**src/rtl/addx_pkg.sv**
```systemverilog
package addx_pkg;
  typedef enum logic [3:0] {
    AM_NONE = 4'd0,
    AM_IMM  = 4'd1,
    AM_DIR  = 4'd2,
    AM_EXT  = 4'd3,
    AM_IX2  = 4'd4,
    AM_IX1  = 4'd5,
    AM_IX   = 4'd6,
    AM_SP1  = 4'd7,
    AM_SP2  = 4'd8
  } amode_e;

  typedef enum logic [1:0] {
    OK_NONE  = 2'd0,
    OK_ACC   = 2'd1,
    OK_SPADJ = 2'd2,
    OK_HXADJ = 2'd3
  } opkind_e;

  typedef struct packed {
    opkind_e    kind;
    logic       use_carry;
    amode_e     mode;
    logic [1:0] nbytes;
    logic [2:0] ncyc;
    logic       illegal;
  } dec_t;

  localparam int CCR_W = 5;
endpackage

```
**src/rtl/addx_decode.sv**
```systemverilog
module addx_decode
  import addx_pkg::*;
(
  input  logic       pfx_i,
  input  logic [7:0] op_i,
  output dec_t       dec_o
);
  logic [3:0] hi, lo;
  assign hi = op_i[7:4];
  assign lo = op_i[3:0];

  always_comb begin
    dec_o = '0;
    dec_o.kind    = OK_NONE;
    dec_o.mode    = AM_NONE;
    dec_o.illegal = 1'b1;
    if (lo == 4'h9 || lo == 4'hB) begin
      dec_o.use_carry = (lo == 4'h9);
      case ({pfx_i, hi})
        {1'b0, 4'hA}: begin dec_o.mode = AM_IMM; dec_o.nbytes = 2'd1; dec_o.ncyc = 3'd2; end
        {1'b0, 4'hB}: begin dec_o.mode = AM_DIR; dec_o.nbytes = 2'd1; dec_o.ncyc = 3'd3; end
        {1'b0, 4'hC}: begin dec_o.mode = AM_EXT; dec_o.nbytes = 2'd2; dec_o.ncyc = 3'd4; end
        {1'b0, 4'hD}: begin dec_o.mode = AM_IX2; dec_o.nbytes = 2'd2; dec_o.ncyc = 3'd4; end
        {1'b0, 4'hE}: begin dec_o.mode = AM_IX1; dec_o.nbytes = 2'd1; dec_o.ncyc = 3'd3; end
        {1'b0, 4'hF}: begin dec_o.mode = AM_IX;  dec_o.nbytes = 2'd0; dec_o.ncyc = 3'd2; end
        {1'b1, 4'hE}: begin dec_o.mode = AM_SP1; dec_o.nbytes = 2'd1; dec_o.ncyc = 3'd4; end
        {1'b1, 4'hD}: begin dec_o.mode = AM_SP2; dec_o.nbytes = 2'd2; dec_o.ncyc = 3'd5; end
        default: ;
      endcase
      if (dec_o.mode != AM_NONE) begin
        dec_o.kind    = OK_ACC;
        dec_o.illegal = 1'b0;
      end else begin
        dec_o.use_carry = 1'b0;
      end
    end else if (!pfx_i && (op_i == 8'hA7 || op_i == 8'hAF)) begin
      dec_o.kind    = (op_i == 8'hA7) ? OK_SPADJ : OK_HXADJ;
      dec_o.mode    = AM_IMM;
      dec_o.nbytes  = 2'd1;
      dec_o.ncyc    = 3'd2;
      dec_o.illegal = 1'b0;
    end
  end


  always_comb begin
    legal_has_mode_chk: assert (dec_o.illegal == (dec_o.kind == OK_NONE));
  end
endmodule

```
**src/rtl/addx_alu.sv**
```systemverilog
module addx_alu #(
  parameter int W = 8
) (
  input  logic [W-1:0] a_i,
  input  logic [W-1:0] m_i,
  input  logic         cin_i,
  output logic [W-1:0] r_o,
  output logic         v_o,
  output logic         h_o,
  output logic         n_o,
  output logic         z_o,
  output logic         c_o
);
  localparam int HW = W / 2;

  logic [W:0]  full;
  logic [HW:0] half;

  assign full = {1'b0, a_i} + {1'b0, m_i} + {{W{1'b0}}, cin_i};
  assign half = {1'b0, a_i[HW-1:0]} + {1'b0, m_i[HW-1:0]} + {{HW{1'b0}}, cin_i};

  assign r_o = full[W-1:0];
  assign c_o = full[W];
  assign h_o = half[HW];
  assign n_o = full[W-1];
  assign z_o = (full[W-1:0] == '0);
  assign v_o = (a_i[W-1] == m_i[W-1]) && (full[W-1] != a_i[W-1]);
endmodule

```
**src/rtl/addx_ptradj.sv**
```systemverilog
module addx_ptradj #(
  parameter int PW = 16,
  parameter int W  = 8
) (
  input  logic [PW-1:0] base_i,
  input  logic [W-1:0]  imm_i,
  output logic [PW-1:0] sum_o
);
  localparam int XW = PW - W;
  assign sum_o = base_i + {{XW{imm_i[W-1]}}, imm_i};
endmodule

```
**src/rtl/addx_exec.sv**
```systemverilog
module addx_exec
  import addx_pkg::*;
#(
  parameter int          W      = 8,
  parameter int          PW     = 16,
  parameter logic [15:0] SP_RST = 16'h00FF
) (
  input  logic             clk,
  input  logic             rst,
  input  logic             valid_i,
  input  logic             pfx_i,
  input  logic [7:0]       opcode_i,
  input  logic [W-1:0]     operand_i,
  output logic             done_o,
  output logic             illegal_o,
  output logic [3:0]       mode_o,
  output logic [1:0]       nbytes_o,
  output logic [2:0]       ncyc_o,
  output logic [W-1:0]     acc_o,
  output logic [PW-1:0]    sp_o,
  output logic [PW-1:0]    hx_o,
  output logic [CCR_W-1:0] ccr_o
);
  localparam int NPTR = 2;

  dec_t dec;
  addx_decode u_dec (.pfx_i(pfx_i), .op_i(opcode_i), .dec_o(dec));

  logic [W-1:0] sum;
  logic v, h, n, z, c;
  addx_alu #(.W(W)) u_alu (
    .a_i(acc_o), .m_i(operand_i), .cin_i(dec.use_carry & ccr_o[0]),
    .r_o(sum), .v_o(v), .h_o(h), .n_o(n), .z_o(z), .c_o(c)
  );

  logic [PW-1:0] ptr_base [NPTR];
  logic [PW-1:0] ptr_sum  [NPTR];
  assign ptr_base[0] = sp_o;
  assign ptr_base[1] = hx_o;

  for (genvar g = 0; g < NPTR; g++) begin : g_ptr
    addx_ptradj #(.PW(PW), .W(W)) u_adj (
      .base_i(ptr_base[g]), .imm_i(operand_i), .sum_o(ptr_sum[g])
    );
  end

  always_ff @(posedge clk) begin
    if (rst) begin
      done_o    <= 1'b0;
      illegal_o <= 1'b0;
      mode_o    <= '0;
      nbytes_o  <= '0;
      ncyc_o    <= '0;
      acc_o     <= '0;
      sp_o      <= SP_RST[PW-1:0];
      hx_o      <= '0;
      ccr_o     <= '0;
    end else begin
      done_o <= valid_i;
      if (valid_i) begin
        illegal_o <= dec.illegal;
        mode_o    <= dec.mode;
        nbytes_o  <= dec.nbytes;
        ncyc_o    <= dec.ncyc;
        case (dec.kind)
          OK_ACC: begin
            acc_o <= sum;
            ccr_o <= {v, h, n, z, c};
          end
          OK_SPADJ: sp_o <= ptr_sum[0];
          OK_HXADJ: hx_o <= ptr_sum[1];
          default: ;
        endcase
      end
    end
  end


  illegal_state_hold_chk: assert property (@(posedge clk) disable iff (rst)
    (valid_i && dec.illegal) |=> (illegal_o && $stable(acc_o) && $stable(sp_o)
                                  && $stable(hx_o) && $stable(ccr_o)));

  ptr_flags_keep_chk: assert property (@(posedge clk) disable iff (rst)
    (valid_i && (dec.kind == OK_SPADJ || dec.kind == OK_HXADJ))
      |=> ($stable(ccr_o) && $stable(acc_o)));

  idle_hold_chk: assert property (@(posedge clk) disable iff (rst)
    !valid_i |=> (!done_o && $stable(acc_o) && $stable(sp_o) && $stable(hx_o)
                  && $stable(ccr_o) && $stable(mode_o)));

  zn_flag_chk: assert property (@(posedge clk) disable iff (rst)
    (valid_i && dec.kind == OK_ACC)
      |=> ((ccr_o[1] == (acc_o == '0)) && (ccr_o[2] == acc_o[W-1])));

  cycle_range_chk: assert property (@(posedge clk) disable iff (rst)
    (done_o && !illegal_o) |-> (ncyc_o >= 3'd2 && ncyc_o <= 3'd5 && nbytes_o <= 2'd2));
endmodule

```
**config.mk**
```make
export PLATFORM = sky130hd
export DESIGN_NAME = addx_exec
export DESIGN_NICKNAME = d
export VERILOG_FILES = /design/src/rtl/addx_pkg.sv /design/src/rtl/addx_decode.sv /design/src/rtl/addx_alu.sv /design/src/rtl/addx_ptradj.sv /design/src/rtl/addx_exec.sv
export SDC_FILE = /design/constraint.sdc
export NUM_CORES = 1
export LEC_CHECK = 0
export ABC_AREA = 1
export BUFFER_PORTS_ARGS = -buffer_cell sky130_fd_sc_hd__buf_4
export CAP_MARGIN = 20
export CORE_ASPECT_RATIO = 1.25
export CORE_MARGIN = 2
export CORE_UTILIZATION = 30
export CTS_CLUSTER_DIAMETER = 120
export CTS_CLUSTER_SIZE = 8
export DETAILED_ROUTE_END_ITERATION = 8
export PLACE_DENSITY_LB_ADDON = 0.1
export REMOVE_ABC_BUFFERS = 1
export SLEW_MARGIN = 20
export SYNTH_ARGS = -nofsm -noshare
export SYNTH_HDL_FRONTEND = slang
export SYNTH_SLANG_ARGS = --single-unit
export TNS_END_PERCENT = 10
```
**constraint.sdc**
```tcl
create_clock -name clk -period 3.56 [get_ports clk]
set_input_delay 1.068 -clock clk [delete_from_list [all_inputs] [get_ports clk]]
set_output_delay 1.068 -clock clk [all_outputs]
set_load 0.1 [all_outputs]
```
==> run_results.csv <==
group,metric,value,unit
logic_synthesis,synth_cells,641,
clock_network,path_clk_slew,0.09,ns
global_routing,grt_util_all_layers,0.1627,
clock_network,clock_path_buffers,2,
clock_network,ctsResizeCount,0,
die,die_w,110.8,um
setup_path,critical_path_required,3.81,ns
timing,worstMarginPinSlew,0.5751,ns
clock_network,cts_inserted_buffers,5,
layout,register_area,0.001101,mm^2
clock_network,cts_tree,"built",
clock_network,cts.sinks,55,
pwr,ir_drop,207.7,uV
global_routing,grt_pass1_vias,4288,
logic_synthesis,synth_top_area_share,0.2575,
setup_path,cp-start-kind,"primary input",
die,die_area,0.01523,mm^2
routing,wl_per_cell,13.58,um
timing,timing.final.ws_setup,0.2803,ns
clock_network,cts_max_level,2,
run,maxCapViolCount,0,
logic_synthesis,yosysWarningCount,0,
global_routing,grt_max_degree,26,
logic_synthesis,synthDistinctLibCells,43,
die,start_util,0.3082,
timing,timing.fmax,304.9,MHz
die,die_h,137.5,um
place,gp_congestion,0.8592,
routing,first_pass_iters,4,
global_routing,grt_util_met1,0.1918,
layout,final_nets,776,
setup_path,end_kind,"flip-flop",
place,io_buffer_count,75,
global_routing,grt_remaining_overflow,0,
layout,drive_gt1_frac,0.1634,
logic_synthesis,ys_seq_area_frac,0.2575,
setup_path,cp.arrival,3.53,ns
place,hpwl,9.634,mm
min_path,min_path_type,"reg -> reg",
die,ios,76,
timing,setup-violations-final,0,
timing,maxSlewHeadroom,0.6162,
routing,vias,4238,
global_routing,gr-usage-met3,0.02244,
setup_path,reg2reg_slack,1.23,ns
routing,totalWireLength,12.10,mm
layout,multi_input_area,0.002744,mm^2
outcome,status,"complete, no violations",
global_routing,gr-usage-met2,0.3095,
pwr,power_density,271.9,mW/mm^2
die,num_rows,48,
setup_path,crit_type,"in -> reg",
clock_network,holdBufCountCts,0,
layout,n_fill_cell,1530,
die,core,0.01387,mm^2
timing,rsz0062_at_grt,"false",
clock_network,clockRootBuffer,"clkbuf_16",
global_routing,grt_pass1_wl,20.24,mm
place,pre_cts_slack,-0.02880,ns
place,dp_cells,883,
setup_path,critPathMaxFanout,5,
pwr,p_leak,0.002702,uW
logic_synthesis,synthTopCellsByArea,"dfxtp_1 (26%), nand2_1 (14%), ha_1 (11%)",
timing,min_period_over_period,0.9213,
global_routing,busiest_layer,"met2",
routing,drc_errors,0,
clock_network,clk_latency,0.31,ns
logic_synthesis,synth_seq_cells,55,
layout,synthToLayoutAreaGrowth,20.37,%
timing,period_minus_slack,3.280,ns
logic_synthesis,yosysTopAreaCell,"dfxtp_1",
global_routing,grt_antenna_before_repair,0,
logic_synthesis,syn_area_per_cell,6.670,um^2
timing,hold_viol,0,
clock_network,cts_setup_buffers,0,
routing,antenna_left,0,
routing,drt_iter0_markers,123,
layout,stdcell_count,891,
routing,via_per_inst,4.756,
layout,antennaDiodeCount,0,
timing,skew,0.01160,ns
timing,whs,0.4702,ns
pwr,total_power,1399,uW
logic_synthesis,synth_area,0.004275,mm^2
timing,setup_tns,0,ns
timing,final-max-slew-violation-count,0,
-- metal layers --
layer	vias up	routed length (um)
li1	2264	-
met1	1912	5517
met2	54	6098
met3	8	330
met4	0	157
met5	-	0
-- state kept, by name, summed over array words and instances, names as in the netlist --
register / count
hx_o: 16
sp_o: 16
acc_o: 7
ccr_o: 5
mode_o: 4
ncyc_o: 3
nbytes_o: 2
done_o: 1
illegal_o: 1
-- cell usage after synthesis, drive strengths merged --
cell type	instances
a2bb2oi	1
nor2	59
nand4	13
ha	37
o21a	5
o221ai	1
clkbuf	3
xor2	6
nor3	5
buf	11
nand3b	2
and3	2
o31ai	1
dfxtp	55
nor4	2
nand2	159
o21ai	39
o21bai	5
a21oi	67
xnor2	9
o211ai	2
nand3	56
a22oi	1
a21o	5
inv	87
fa	4
a21boi	1
or2	3
-- worst paths after layout --
kind,end,cells after the start,startpoint
max,ccr_o[1],20,opcode_i[7]
min,mode_o[2],2,mode_o[2]
max reg2reg,ccr_o[1],13,ccr_o[0]
min reg2reg,mode_o[2],2,mode_o[2]
-- layout make-up --
cell class	count	area share
Clock buffer	5	0.02431
Tap cell	175	0.04255
Timing Repair Buffer	81	0.1182
Inverter	87	0.06394
Clock inverter	3	0.003890
Multi-Input combinational cell	485	0.5332
Sequential cell	55	0.2140
-- per-stage QoR --
step                instance area (um^2)  utilization
floorplan                           4170            -
global placement                    4997       0.3602
detailed placement                  4997       0.3602
CTS                                 5142       0.3707
global route                        5146       0.3709
finish                              5146       0.3709
-- critical path: stages --
cell and delay, ns:
buf_4 0.11, nand2_1 0.10, inv_2 0.08, nand2_2 0.07, inv_2 0.08, nand2_1 0.08
nand2_2 0.08, o21bai_2 0.09, nor3_1 0.21, fa_1 0.27, inv_1 0.07, fa_1 0.42
inv_1 0.10, nand3_1 0.07, nand3_1 0.10, xnor2_1 0.15, nand3_1 0.10, nor2_1 0.11
nand2_1 0.05, a21oi_1 0.11
-- power breakdown --
part | internal (uW) | switching, uW | total, uW
sequential | 620 | 3.61 | 624
combinational | 82.2 | 178 | 260
clock | 261 | 255 | 516
-- cell families (layout without fill, tap and decap cells) --
logic type	count (synthesis)	in the layout	synth area share
simple gates	301	301	0.3120
fa+ha+maj	41	41	0.1270
xor+xnor	15	15	0.03073
flops	55	55	0.2575
buf+inv	101	176	0.1015
compound gates	128	128	0.1712
-- cells in the final DEF (no fill, tap or decap), drive strengths merged, types with 6 or more instances in the layout --
cell type	count
a21oi	67
buf	81
dfxtp	55
ha	37
inv	87
nand2	159
nand3	56
nand4	13
nor2	59
o21ai	39
xnor2	9
xor2	6
(Power assumes the default switching activity.)
